$ cat config.mk
export PLATFORM = sky130hd
export DESIGN_NAME = smb_ptr_slave
export DESIGN_NICKNAME = d
export VERILOG_FILES = /design/src/rtl/smb_ptr_pkg.sv /design/src/rtl/smb_line_sync.sv /design/src/rtl/smb_addr_strap.sv /design/src/rtl/smb_reg_map.sv /design/src/rtl/smb_bus_fsm.sv /design/src/rtl/smb_ptr_slave.sv
export SDC_FILE = /design/constraint.sdc
export NUM_CORES = 1
export LEC_CHECK = 0
export BUFFER_PORTS_ARGS = -buffer_cell sky130_fd_sc_hd__clkbuf_2
export CELL_PAD_IN_SITES_DETAIL_PLACEMENT = 1
export CELL_PAD_IN_SITES_GLOBAL_PLACEMENT = 1
export CORE_MARGIN = 5
export CORE_UTILIZATION = 45
export CTS_BUF_LIST = sky130_fd_sc_hd__clkbuf_8
export CTS_CLUSTER_DIAMETER = 30
export DETAILED_ROUTE_END_ITERATION = 7
export GPL_TIMING_DRIVEN = 0
export PLACE_DENSITY_LB_ADDON = 0.1
export SYNTH_ARGS = -nofsm -noshare
export SYNTH_HDL_FRONTEND = slang
export SYNTH_HIERARCHICAL = 1
export SYNTH_SLANG_ARGS = --single-unit
$ cat constraint.sdc
create_clock -name clk -period 2.35 [get_ports clk]
set_clock_uncertainty 0.2 [all_clocks]
set_input_delay 0.3525 -clock clk [delete_from_list [all_inputs] [get_ports clk]]
set_output_delay 0.3525 -clock clk [all_outputs]
set_load 0.005 [all_outputs]
$ cat src/rtl/smb_ptr_pkg.sv
// Package: shared constants, sequencer state type and strap address decode
// for the pointer-addressed two-wire register slave.
package smb_ptr_pkg;

    localparam int DEV_ADDR_W = 7;
    localparam int BYTE_W     = 8;

    // Strap encodings: low, open, high (11 is treated as open)
    localparam logic [1:0] STRAP_LOW  = 2'b00;
    localparam logic [1:0] STRAP_HIGH = 2'b10;

    typedef enum logic [2:0] {
        B_IDLE,
        B_ADDR,
        B_ADDR_ACK,
        B_RX,
        B_RX_ACK,
        B_TX,
        B_TX_ACK,
        B_WAIT
    } bus_state_t;

    // Device address from the two three-level straps
    function automatic logic [DEV_ADDR_W-1:0] strap_address(input logic [1:0] sel_base,
                                                            input logic [1:0] sel_step);
        logic [DEV_ADDR_W-1:0] base;
        logic [DEV_ADDR_W-1:0] step;
        case (sel_base)
            STRAP_LOW:  base = 7'h18;
            STRAP_HIGH: base = 7'h4C;
            default:    base = 7'h29;
        endcase
        case (sel_step)
            STRAP_LOW:  step = 7'd0;
            STRAP_HIGH: step = 7'd2;
            default:    step = 7'd1;
        endcase
        return base + step;
    endfunction

endpackage

$ cat src/rtl/smb_line_sync.sv
// Module: smb_line_sync
// Brings one asynchronous bus line into the clock domain through a chain of
// STAGES flops and reports its level and one-cycle rise/fall pulses.
// Assumes the line idles high; reset fills the chain with ones.
module smb_line_sync #(
    parameter int STAGES = 2
) (
    input  logic clk,
    input  logic rst_n,
    input  logic line_i,
    output logic level_o,
    output logic rise_o,
    output logic fall_o
);

    logic [STAGES-1:0] chain;
    logic              prev;

    // Purpose: shift the raw line through the synchronizer and keep last level
    always_ff @(posedge clk) begin
        if (!rst_n) begin
            chain <= '1;
            prev  <= 1'b1;
        end else begin
            chain <= {chain[STAGES-2:0], line_i};
            prev  <= chain[STAGES-1];
        end
    end

    assign level_o = chain[STAGES-1];
    assign rise_o  = chain[STAGES-1] & ~prev;
    assign fall_o  = ~chain[STAGES-1] & prev;

endmodule

$ cat src/rtl/smb_addr_strap.sv
// Module: smb_addr_strap
// Holds the seven-bit device address. The straps are only looked at while
// reset is asserted; later changes on them are ignored.
module smb_addr_strap
    import smb_ptr_pkg::*;
(
    input  logic                  clk,
    input  logic                  rst_n,
    input  logic [1:0]            strap_lo_i,
    input  logic [1:0]            strap_hi_i,
    output logic [DEV_ADDR_W-1:0] dev_addr_o
);

    // Purpose: capture the decoded strap address during reset only
    always_ff @(posedge clk) begin
        if (!rst_n) begin
            dev_addr_o <= strap_address(strap_lo_i, strap_hi_i);
        end
    end

endmodule

$ cat src/rtl/smb_reg_map.sv
// Module: smb_reg_map
// Decodes the pointer into read data selection and write strobes.
// Read addresses 0..RD_LAST come from outside storage; two identity bytes are
// constants; other read addresses give zero. Write addresses WR_BASE..WR_BASE+
// NUM_WR-1 strobe one-hot, ONESHOT_ADDR strobes the one-shot.
module smb_reg_map #(
    parameter int          RD_LAST      = 8,
    parameter int          WR_BASE      = 9,
    parameter int          NUM_WR       = 6,
    parameter logic [7:0]  ONESHOT_ADDR = 8'h0F,
    parameter logic [7:0]  STATUS_ADDR  = 8'h02,
    parameter logic [7:0]  ID_ADDR      = 8'hFE,
    parameter logic [7:0]  REV_ADDR     = 8'hFF,
    parameter logic [7:0]  ID_VALUE     = 8'h41,
    parameter logic [7:0]  REV_VALUE    = 8'h31
) (
    input  logic [7:0]        ptr_i,
    input  logic [7:0]        rd_value_i,
    input  logic              wr_fire_i,
    output logic [3:0]        rd_idx_o,
    output logic [7:0]        tx_byte_o,
    output logic [NUM_WR-1:0] wr_en_o,
    output logic              oneshot_o,
    output logic              is_status_o
);

    localparam logic [7:0] RD_LAST_B = 8'(RD_LAST);

    assign rd_idx_o    = ptr_i[3:0];
    assign is_status_o = (ptr_i == STATUS_ADDR);
    assign oneshot_o   = wr_fire_i && (ptr_i == ONESHOT_ADDR);

    // Purpose: choose the byte to send for the current pointer
    always_comb begin
        if (ptr_i <= RD_LAST_B) begin
            tx_byte_o = rd_value_i;
        end else if (ptr_i == ID_ADDR) begin
            tx_byte_o = ID_VALUE;
        end else if (ptr_i == REV_ADDR) begin
            tx_byte_o = REV_VALUE;
        end else begin
            tx_byte_o = 8'h00;
        end
    end

    for (genvar k = 0; k < NUM_WR; k++) begin : g_wr
        assign wr_en_o[k] = wr_fire_i && (ptr_i == 8'(WR_BASE + k));
    end

endmodule

$ cat src/rtl/smb_bus_fsm.sv
// Module: smb_bus_fsm
// Bit/byte sequencer for the slave. Works on synchronized levels and edge
// pulses; shifts on SCL rise, changes SDA on SCL fall. Handles address match,
// alert-response, pointer load, write fire, read transmit with arbitration.
// Assumes SCL low and high phases last several system clocks.
module smb_bus_fsm
    import smb_ptr_pkg::*;
#(
    parameter logic [DEV_ADDR_W-1:0] ARA_ADDR = 7'h0C
) (
    input  logic                  clk,
    input  logic                  rst_n,
    input  logic                  sda_lvl_i,
    input  logic                  scl_rise_i,
    input  logic                  scl_fall_i,
    input  logic                  start_i,
    input  logic                  stop_i,
    input  logic [DEV_ADDR_W-1:0] dev_addr_i,
    input  logic                  alert_pend_i,
    input  logic [BYTE_W-1:0]     tx_reg_byte_i,
    input  logic                  is_status_i,
    output logic                  sda_low_o,
    output logic [BYTE_W-1:0]     ptr_o,
    output logic [BYTE_W-1:0]     rx_byte_o,
    output logic                  wr_fire_o,
    output logic                  status_stb_o,
    output logic                  alert_stb_o
);

    localparam logic [3:0] BITS_PER_BYTE = 4'(BYTE_W);

    bus_state_t        state;
    logic [3:0]        bit_cnt;
    logic [BYTE_W-1:0] shreg;
    logic              rw;
    logic              ara;
    logic [1:0]        byte_no;
    logic              host_ack;
    logic [BYTE_W-1:0] next_tx;

    // Purpose: byte to load for transmit (own address in alert response)
    always_comb begin
        next_tx = ara ? {dev_addr_i, 1'b0} : tx_reg_byte_i;
    end

    // Purpose: advance the bus sequencer on synchronized edges
    always_ff @(posedge clk) begin
        if (!rst_n) begin
            state        <= B_IDLE;
            bit_cnt      <= '0;
            shreg        <= '0;
            rw           <= 1'b0;
            ara          <= 1'b0;
            byte_no      <= '0;
            host_ack     <= 1'b0;
            sda_low_o    <= 1'b0;
            ptr_o        <= '0;
            rx_byte_o    <= '0;
            wr_fire_o    <= 1'b0;
            status_stb_o <= 1'b0;
            alert_stb_o  <= 1'b0;
        end else begin
            wr_fire_o    <= 1'b0;
            status_stb_o <= 1'b0;
            alert_stb_o  <= 1'b0;
            if (start_i) begin
                state     <= B_ADDR;
                bit_cnt   <= '0;
                sda_low_o <= 1'b0;
            end else if (stop_i) begin
                state     <= B_IDLE;
                sda_low_o <= 1'b0;
            end else begin
                case (state)
                    B_ADDR: begin
                        if (scl_rise_i) begin
                            shreg   <= {shreg[BYTE_W-2:0], sda_lvl_i};
                            bit_cnt <= bit_cnt + 4'd1;
                        end else if (scl_fall_i && bit_cnt == BITS_PER_BYTE) begin
                            byte_no <= '0;
                            if (shreg[BYTE_W-1:1] == dev_addr_i) begin
                                state     <= B_ADDR_ACK;
                                sda_low_o <= 1'b1;
                                rw        <= shreg[0];
                                ara       <= 1'b0;
                            end else if (shreg[BYTE_W-1:1] == ARA_ADDR && shreg[0] && alert_pend_i) begin
                                state     <= B_ADDR_ACK;
                                sda_low_o <= 1'b1;
                                rw        <= 1'b1;
                                ara       <= 1'b1;
                            end else begin
                                state <= B_WAIT;
                            end
                        end
                    end
                    B_ADDR_ACK: begin
                        if (scl_fall_i) begin
                            bit_cnt <= '0;
                            if (rw) begin
                                state     <= B_TX;
                                shreg     <= next_tx;
                                sda_low_o <= ~next_tx[BYTE_W-1];
                            end else begin
                                state     <= B_RX;
                                sda_low_o <= 1'b0;
                            end
                        end
                    end
                    B_RX: begin
                        if (scl_rise_i) begin
                            shreg   <= {shreg[BYTE_W-2:0], sda_lvl_i};
                            bit_cnt <= bit_cnt + 4'd1;
                        end else if (scl_fall_i && bit_cnt == BITS_PER_BYTE) begin
                            state     <= B_RX_ACK;
                            sda_low_o <= 1'b1;
                            if (byte_no == 2'd0) begin
                                ptr_o <= shreg;
                            end else if (byte_no == 2'd1) begin
                                rx_byte_o <= shreg;
                                wr_fire_o <= 1'b1;
                            end
                            if (byte_no != 2'd2) begin
                                byte_no <= byte_no + 2'd1;
                            end
                        end
                    end
                    B_RX_ACK: begin
                        if (scl_fall_i) begin
                            state     <= B_RX;
                            bit_cnt   <= '0;
                            sda_low_o <= 1'b0;
                        end
                    end
                    B_TX: begin
                        if (scl_rise_i) begin
                            bit_cnt <= bit_cnt + 4'd1;
                            if (shreg[BYTE_W-1] && !sda_lvl_i) begin
                                state     <= B_WAIT;
                                sda_low_o <= 1'b0;
                            end
                        end else if (scl_fall_i) begin
                            if (bit_cnt == BITS_PER_BYTE) begin
                                state     <= B_TX_ACK;
                                sda_low_o <= 1'b0;
                            end else begin
                                shreg     <= {shreg[BYTE_W-2:0], 1'b0};
                                sda_low_o <= ~shreg[BYTE_W-2];
                            end
                        end
                    end
                    B_TX_ACK: begin
                        if (scl_rise_i) begin
                            host_ack <= ~sda_lvl_i;
                        end else if (scl_fall_i) begin
                            if (ara) begin
                                alert_stb_o <= 1'b1;
                            end else if (is_status_i) begin
                                status_stb_o <= 1'b1;
                            end
                            if (host_ack) begin
                                state     <= B_TX;
                                bit_cnt   <= '0;
                                shreg     <= next_tx;
                                sda_low_o <= ~next_tx[BYTE_W-1];
                            end else begin
                                state <= B_WAIT;
                            end
                        end
                    end
                    default: begin
                        sda_low_o <= 1'b0;
                    end
                endcase
            end
        end
    end

endmodule

$ cat src/rtl/smb_ptr_slave.sv
// Module: smb_ptr_slave (top)
// Two-wire bus slave giving pointer-addressed access to an external register
// bank, with strap-selected address and alert-response support.
// Assumes clk runs at least 10x the serial clock; no clock stretching.
module smb_ptr_slave #(
    parameter int         SYNC_STAGES = 2,
    parameter int         NUM_WR      = 6,
    parameter logic [6:0] ARA_ADDR    = 7'h0C,
    parameter logic [7:0] ID_VALUE    = 8'h41,
    parameter logic [7:0] REV_VALUE   = 8'h31
) (
    input  logic              clk,
    input  logic              rst_n,
    input  logic              scl_i,
    input  logic              sda_i,
    input  logic [1:0]        strap_lo_i,
    input  logic [1:0]        strap_hi_i,
    input  logic              alert_pend_i,
    input  logic [7:0]        rd_value_i,
    output logic              sda_low_o,
    output logic [3:0]        rd_idx_o,
    output logic [NUM_WR-1:0] wr_en_o,
    output logic [7:0]        wr_data_o,
    output logic              oneshot_o,
    output logic              status_rd_o,
    output logic              alert_done_o
);

    import smb_ptr_pkg::*;

    localparam int LN_SCL = 0;
    localparam int LN_SDA = 1;
    localparam int NUM_LN = 2;

    logic [NUM_LN-1:0]     raw_ln;
    logic [NUM_LN-1:0]     lvl_ln;
    logic [NUM_LN-1:0]     rise_ln;
    logic [NUM_LN-1:0]     fall_ln;
    logic                  start_det;
    logic                  stop_det;
    logic [DEV_ADDR_W-1:0] dev_addr;
    logic [BYTE_W-1:0]     ptr;
    logic [BYTE_W-1:0]     tx_byte;
    logic                  wr_fire;
    logic                  is_status;

    assign raw_ln[LN_SCL] = scl_i;
    assign raw_ln[LN_SDA] = sda_i;

    for (genvar g = 0; g < NUM_LN; g++) begin : g_sync
        smb_line_sync #(.STAGES(SYNC_STAGES)) u_sync (
            .clk     (clk),
            .rst_n   (rst_n),
            .line_i  (raw_ln[g]),
            .level_o (lvl_ln[g]),
            .rise_o  (rise_ln[g]),
            .fall_o  (fall_ln[g])
        );
    end

    // START: data falls with clock high; STOP: data rises with clock high
    assign start_det = fall_ln[LN_SDA] & lvl_ln[LN_SCL];
    assign stop_det  = rise_ln[LN_SDA] & lvl_ln[LN_SCL];

    smb_addr_strap u_strap (
        .clk        (clk),
        .rst_n      (rst_n),
        .strap_lo_i (strap_lo_i),
        .strap_hi_i (strap_hi_i),
        .dev_addr_o (dev_addr)
    );

    smb_bus_fsm #(.ARA_ADDR(ARA_ADDR)) u_fsm (
        .clk           (clk),
        .rst_n         (rst_n),
        .sda_lvl_i     (lvl_ln[LN_SDA]),
        .scl_rise_i    (rise_ln[LN_SCL]),
        .scl_fall_i    (fall_ln[LN_SCL]),
        .start_i       (start_det),
        .stop_i        (stop_det),
        .dev_addr_i    (dev_addr),
        .alert_pend_i  (alert_pend_i),
        .tx_reg_byte_i (tx_byte),
        .is_status_i   (is_status),
        .sda_low_o     (sda_low_o),
        .ptr_o         (ptr),
        .rx_byte_o     (wr_data_o),
        .wr_fire_o     (wr_fire),
        .status_stb_o  (status_rd_o),
        .alert_stb_o   (alert_done_o)
    );

    smb_reg_map #(
        .NUM_WR    (NUM_WR),
        .ID_VALUE  (ID_VALUE),
        .REV_VALUE (REV_VALUE)
    ) u_map (
        .ptr_i       (ptr),
        .rd_value_i  (rd_value_i),
        .wr_fire_i   (wr_fire),
        .rd_idx_o    (rd_idx_o),
        .tx_byte_o   (tx_byte),
        .wr_en_o     (wr_en_o),
        .oneshot_o   (oneshot_o),
        .is_status_o (is_status)
    );

endmodule

---- Word-level counts from Yosys, hierarchy flattened ----
Cells that the tools add are included.
word-level totals
  register bits after elaboration ......... 53
  input port bits ......................... 17
  output and inout bits ................... 22
operators by class
  $add $sub $neg .......................... 3
  magnitude comparators ................... 1
  eq/ne operators ......................... 55
  mux-type cells .......................... 71
  bitwise logic cells ..................... 21
  reduce and logical (&&, ||, !) cells .... 39
operators by type and width
  operator              number
  $mux W8               12
  $eq A8 B4 Y1 const B  7
  $reduce_and A12 Y1    4
  $mux W3               15
  $pmux W8 S4           1
  $ne A2 B1 Y1 const B  12
  $mux W1               23
  $mux W4               5
  $ne A4 B3 Y1 const B  5
  $pmux W3 S6           1
  $eq A8 B8 Y1 const B  2
  $ne A5 B4 Y1 const B  3
  $not A1 Y1            15
  $mux W7               2
  $pmux W7 S2           1
  $reduce_and A7 Y1     2
  $reduce_or A7 Y1      2
  $mux W2               6
  $ne A2 B2 Y1 const B  6
  $ne A4 B4 Y1 const B  3
  $pmux W4 S3           1
  $reduce_and A6 Y1     2
  $logic_and A1 B1 Y1   11
  $eq A3 B3 Y1 const B  3
  other kinds (30)      46

---- Depth between registers and ports, before layout ----
  word-level depth ........................ 10
  depth in mapped cells ................... 8
  gate-level depth less buffers ........... 7

---- Cells and area by module ----
Netlist, hierarchy kept.
modules (own cells, without submodules)
  module          instances  cells each  area each (µm²)  sequential area each (µm²)
  smb_bus_fsm     1          282         2321.0           800.8
  smb_addr_strap  1          15          247.7            180.2
  smb_reg_map     1          36          240.2            0.0
  smb_line_sync   2          8           91.3             60.1
  smb_ptr_slave   1          2           12.5             0.0

---- Least setup slack after synthesis ----
Ideal clock, no wire load.
  kind .................................... register to register
  from .................................... register g_sync[0].u_sync.chain[1]
  to ...................................... register u_fsm.bit_cnt[2]
  arrival ................................. 1809 ps
  data required time ...................... 2080 ps
  setup slack ............................. 271 ps
  cell stages (with the launch flop) ...... 7
  path through ............................ dfxtp_1 -> nor2b_1 -> buf_6 -> inv_2 -> or4_4 -> or3b_1 -> a21oi_1
on the way
  elaborated cells on any way between the ends .. 12
  classes of those cells .................. 4 x eq/ne; 6 x bitwise; 2 x reduce/logical
RTL lines
  element                                                        RTL line             RTL
  start, declared                                                smb_line_sync.sv:16  logic [STAGES-1:0] chain;
  start signal, assigned                                         smb_line_sync.sv:25  chain <= {chain[STAGES-2:0], line_i};
  $and A1 B1 Y1 *                                                smb_line_sync.sv:31  assign rise_o = chain[STAGES-1] & ~prev;
  net rise_ln[0]                                                 smb_ptr_slave.sv:37  logic [NUM_LN-1:0] rise_ln;
  $ne A2 B1 Y1 (no source line) or $ne A2 B2 Y1 (tied branches)  -
  $reduce_and A7 Y1 (no source line) *                           -
  end signal, assigned                                           smb_bus_fsm.sv:78    bit_cnt <= bit_cnt + 4'd1;
  end signal, assigned                                           smb_bus_fsm.sv:112   bit_cnt <= bit_cnt + 4'd1;
  end signal, assigned                                           smb_bus_fsm.sv:136   bit_cnt <= bit_cnt + 4'd1;
  end, declared                                                  smb_bus_fsm.sv:33    logic [3:0] bit_cnt;
The timed path passes the listed nets; every way through them passes the cells marked *.
A chain may end at the register's enable or synchronous reset.

---- Final worst setup path ----
  from .................................... register g_sync[0].u_sync.chain[1]
  to ...................................... register u_fsm.state[1]
on the way
  elaborated cells on any way between the ends .. 21
  classes of those cells .................. 11 x eq/ne; 2 x mux; 5 x bitwise; 3 x reduce/logical
RTL lines
  element                                                             RTL line             RTL
  $and A1 B1 Y1 *                                                     smb_line_sync.sv:31
  net rise_ln[0]                                                      smb_ptr_slave.sv:37
  $ne A3 B2 Y1 (no source line) (tied with other cells)               -
  $reduce_and A12 Y1 (no source line) or $pmux W3 S6 (tied branches)  -
  end signal, assigned                                                smb_bus_fsm.sv:49    state <= B_IDLE;
  end signal, assigned                                                smb_bus_fsm.sv:67    state <= B_ADDR;
  end signal, assigned                                                smb_bus_fsm.sv:71    state <= B_IDLE;
  end, declared                                                       smb_bus_fsm.sv:32    bus_state_t state;
Marked as above.

==> flow_metrics.env <==
export IMPL_clkTransAtPathRegs_ns=0.09
export IMPL_routedWlPerCell_um=17.13
export IMPL_synth_avg_cell_area_sq_um=8.559
export IMPL_seqPwrFrac=0.471
export IMPL_die_h_um=91.71
export IMPL_cts_buffer_depth=2
export IMPL_yosysMostFrequentCell="dfxtp_1"
export IMPL_area_growth_pct=14.54
export IMPL_worst_pin_slew_ns=0.7073
export IMPL_synthTopCellsByArea="dfxtp_1, mux2i_1, edfxtp_1, nand2_1, nor2_1"
export IMPL_globalRouteOverflowTotal=0
export IMPL_synth_top_cell_area_share=0.3065
export IMPL_antenna_cells=0
export IMPL_grt_pass1_vias=2632
export IMPL_hold_class="in -> reg"
export IMPL_die_x_um=91.71
export IMPL_synthCells=351
export IMPL_final_max_slew_viol_count=0
export IMPL_firstDrtPassIters=4
export IMPL_postRouteWirelength_mm=8.120
export IMPL_vias=2665
export IMPL_drt_iter0_drc=150
export IMPL_crit_path_start_kind="flop"
export IMPL_netlist_top_cell_by_area="dfxtp_1"
export IMPL_setup_violations=0
export IMPL_dpl_worst_slack_ns=-0.1269
export IMPL_place_hpwl_mm=6.280
export IMPL_hold_end="g_sync[1].u_sync/chain[0]$_SDFF_PN1_"
export IMPL_core_rowCount=29
export IMPL_cp_end_kind="flop"
export IMPL_synth_top_family_by_area="simple AND/OR/NAND/NOR gates"
export IMPL_status="completed"
export IMPL_drive_gt1_frac=0.2242
export IMPL_drv_cap=0
export IMPL_ant_nets=0
export IMPL_initial_core_util=0.4678
export IMPL_place_port_buffers=38
export IMPL_arrival_ns=2.26
export IMPL_grt_pass1_wl_mm=13.32
export IMPL_drc=0
export IMPL_dieArea_sq_mm=0.008410
export IMPL_comb_power_share=0.275
export IMPL_r2r_end="u_fsm/state[1]$_SDFFE_PP0P_"
export IMPL_worst_slack_ns=0.1288
export IMPL_fin_area_sq_mm=0.003441
export IMPL_nNetsFinal=419
export IMPL_yosys_area_share_simple=0.2861
export IMPL_min_path_cells=2
export IMPL_max_slew_margin=0.5285
export IMPL_cts_tree="yes"
export IMPL_synth_edf_count=6
export IMPL_intPower_mw=1.399
export IMPL_p_sw_mw=0.7212
export IMPL_peakVddDrop_mv=0.2865
export IMPL_io_pins=39
export IMPL_syn_num_nets=374
export IMPL_cts_buffers=5
export IMPL_yosysSeqAreaShare=0.3665
export IMPL_clock_root_buffer="clkbuf_8"
export IMPL_p_leak_nw=1.379
export IMPL_gp_congestion=0.8833
export IMPL_period_needed_ns=2.221
export IMPL_ys_async_sr_fraction=0
export IMPL_viasPerCell=5.622
export IMPL_postPlaceCellArea_sq_mm=0.003291
export IMPL_power_density_mw_per_mm2=616.1
export IMPL_required_ns=2.39
export IMPL_ys_warn_count=6
export IMPL_antenna_found_initial=0
export IMPL_ys_top_cells_by_count="dfxtp_1, nand2_1, nor2_1, mux2i_1, a21oi_1"
export IMPL_yosys_area_share_xor_xnor=0.02041
export IMPL_grt_usage=0.1951
export IMPL_fin_crit_sh=0.9452
export IMPL_h_tree_depth=2
export IMPL_critPathKind="reg -> reg"
export IMPL_numClockSinks=52
export IMPL_hold_viol=0
export IMPL_cp_max_fo=10
export IMPL_synth_fa_ha_area_frac=0.02499
export IMPL_rsz0062_at_grt="no"
export IMPL_insertion_delay_ns=0.32
export IMPL_power_share_clock=0.255
export IMPL_fmax_mhz=450.2
export IMPL_synth_area_sq_mm=0.003004
export IMPL_synth_compound_area_share=0.1470
export IMPL_min_from="sda_i"
export IMPL_reg2reg_depth=7
export IMPL_switching_share=0.3402
export IMPL_yosys_register_bits=52
export IMPL_reg2reg_slack_ns=0.13
export IMPL_synth_flop_cell="dfxtp_1"
export IMPL_grt_max_degree=19
export IMPL_r2r_start="g_sync[0].u_sync/chain[1]$_SDFF_PN1_"
export IMPL_synthMuxAreaShare=0.09329
export IMPL_core_area_sq_mm=0.006422
export IMPL_synth_cell_type_count=62
stage by stage:
stage          utilization  cells  hold WS, ns  setup TNS, ns  power [mW]
2_1_floorplan            -    351       0.1863              0       1.413
3_3_place_gp        0.5124    466       0.1896         -1.216       1.562
3_5_place_dp        0.5124    466       0.2002         -1.932       1.572
4_1_cts             0.5276    473     0.008530              0       2.118
5_1_grt             0.5357    474      0.01882              0       2.238
6_report            0.5357    474      0.01505              0       2.120
logic make-up after synthesis:
kind of cell | count (synthesis)
buffers and inverters | 37
AND/OR/NAND/NOR | 158
AO/OA/AOI/OAI | 64
XOR/XNOR | 7
flip-flops | 52
multiplexers | 27
adder cells (fa/ha/maj) | 6
state kept, by name, summed over array words and instances (netlist names), 2 cells and up:
| name | count |
|---|---|
| u_fsm/bit_cnt | 4 |
| u_fsm/ptr_o | 8 |
| u_fsm/rx_byte_o | 8 |
| u_strap/dev_addr_o | 6 |
| g_sync.u_sync/chain | 4 |
| g_sync.u_sync/prev | 2 |
| u_fsm/state | 3 |
| u_fsm/byte_no | 2 |
| u_fsm/shreg | 8 |
what timing repair did:
action | in CTS | in global routing
pin swaps | 0 | 2
hold buffers | 0 | 0
endpoints found under the setup margin | 29 | 32
buffers inserted | 0 | 1
resized for setup | 3 | 13
endpoints found under the hold margin | 0 | 0
area by class of cell:
| type | count | area, sq um |
|---|---|---|
| Inverter | 11 | 41.29 |
| Timing Repair Buffer | 39 | 197.7 |
| Clock inverter | 3 | 25.02 |
| Clock buffer | 5 | 68.82 |
| Buffer | 25 | 142.6 |
| Multi-Input combinational cell | 262 | 1765 |
| Fill cell | 812 | 2982 |
| Tap cell | 77 | 96.34 |
| Sequential cell | 52 | 1104 |
layout by cell type (no fill, tap or decap), types with 3 or more instances in the layout:
cell type and instances:
buf_4 8, nand4_1 6, or4_4 3, clkbuf_1 8, nor2b_1 5, a211oi_1 3, o211a_1 3, ha_1 6
a32o_1 3, o21ai_0 13, clkbuf_2 38, nand3_1 6, edfxtp_1 6, nand3b_1 3, clkbuf_8 5, mux2i_1 25
nor3b_1 4, inv_1 10, nor4_1 3, a21oi_1 23, and2_1 11, buf_2 6, dfxtp_1 44, nand2b_1 14
nor2b_2 3, nand2_1 38, xor2_1 7, nor2_1 32, nor3_1 8
worst max path at each step:
| stage | start | slack, ns | endpoint | cells after the start |
|---|---|---|---|---|
| 4_1_cts | g_sync[1].u_sync/chain[1]$_SDFF_PN1_ | 0.003 | u_fsm/rx_byte_o[0]$_SDFFE_PN0P_ | 7 |
| 5_1_grt | u_fsm/bit_cnt[1]$_SDFFE_PP0P_ | 0.01 | u_fsm/shreg[0]$_SDFFE_PN0P_ | 8 |
| 3_3_place_gp | g_sync[1].u_sync/chain[1]$_SDFF_PN1_ | -0.1 | u_fsm/rx_byte_o[5]$_SDFFE_PN0P_ | 7 |
| 3_5_place_dp | g_sync[1].u_sync/chain[1]$_SDFF_PN1_ | -0.13 | u_fsm/rx_byte_o[0]$_SDFFE_PN0P_ | 7 |
| 2_1_floorplan | g_sync[0].u_sync/chain[1]$_SDFF_PN1_ | 0.27 | u_fsm/bit_cnt[2]$_SDFFE_PP0P_ | 6 |
| 6_report | g_sync[0].u_sync/chain[1]$_SDFF_PN1_ | 0.13 | u_fsm/state[1]$_SDFFE_PP0P_ | 7 |
worst max-delay path, stage by stage (launching register included):
cell	delay [ns]
dfxtp_1	0.40
nor2b_4	0.23
buf_6	0.17
nand3b_1	0.11
nand4_1	0.16
o211ai_1	0.18
or4_1	0.54
a21oi_1	0.16
layer usage:
metal / global-route usage / routed length (um) / vias up
met5: 0 / 0 / -
met4: 0.04455 / 80 / 0
met3: 0.03846 / 460 / 9
met2: 0.3232 / 3701 / 64
met1: 0.2633 / 3878 / 1275
li1: - / - / 1317
power groups by stage:
| stage | clock (mW) | combinational (mW) | sequential, mW |
|---|---|---|---|
| after detailed placement | 0 | 0.559 | 1.01 |
| after global placement | 0 | 0.552 | 1.01 |
| final | 0.540 | 0.582 | 0.998 |
| after CTS | 0.562 | 0.559 | 0.997 |
| after floorplan | 0 | 0.419 | 0.994 |
| after global routing | 0.597 | 0.635 | 1.01 |
Note: power is estimated with default switching activity, not from simulation.
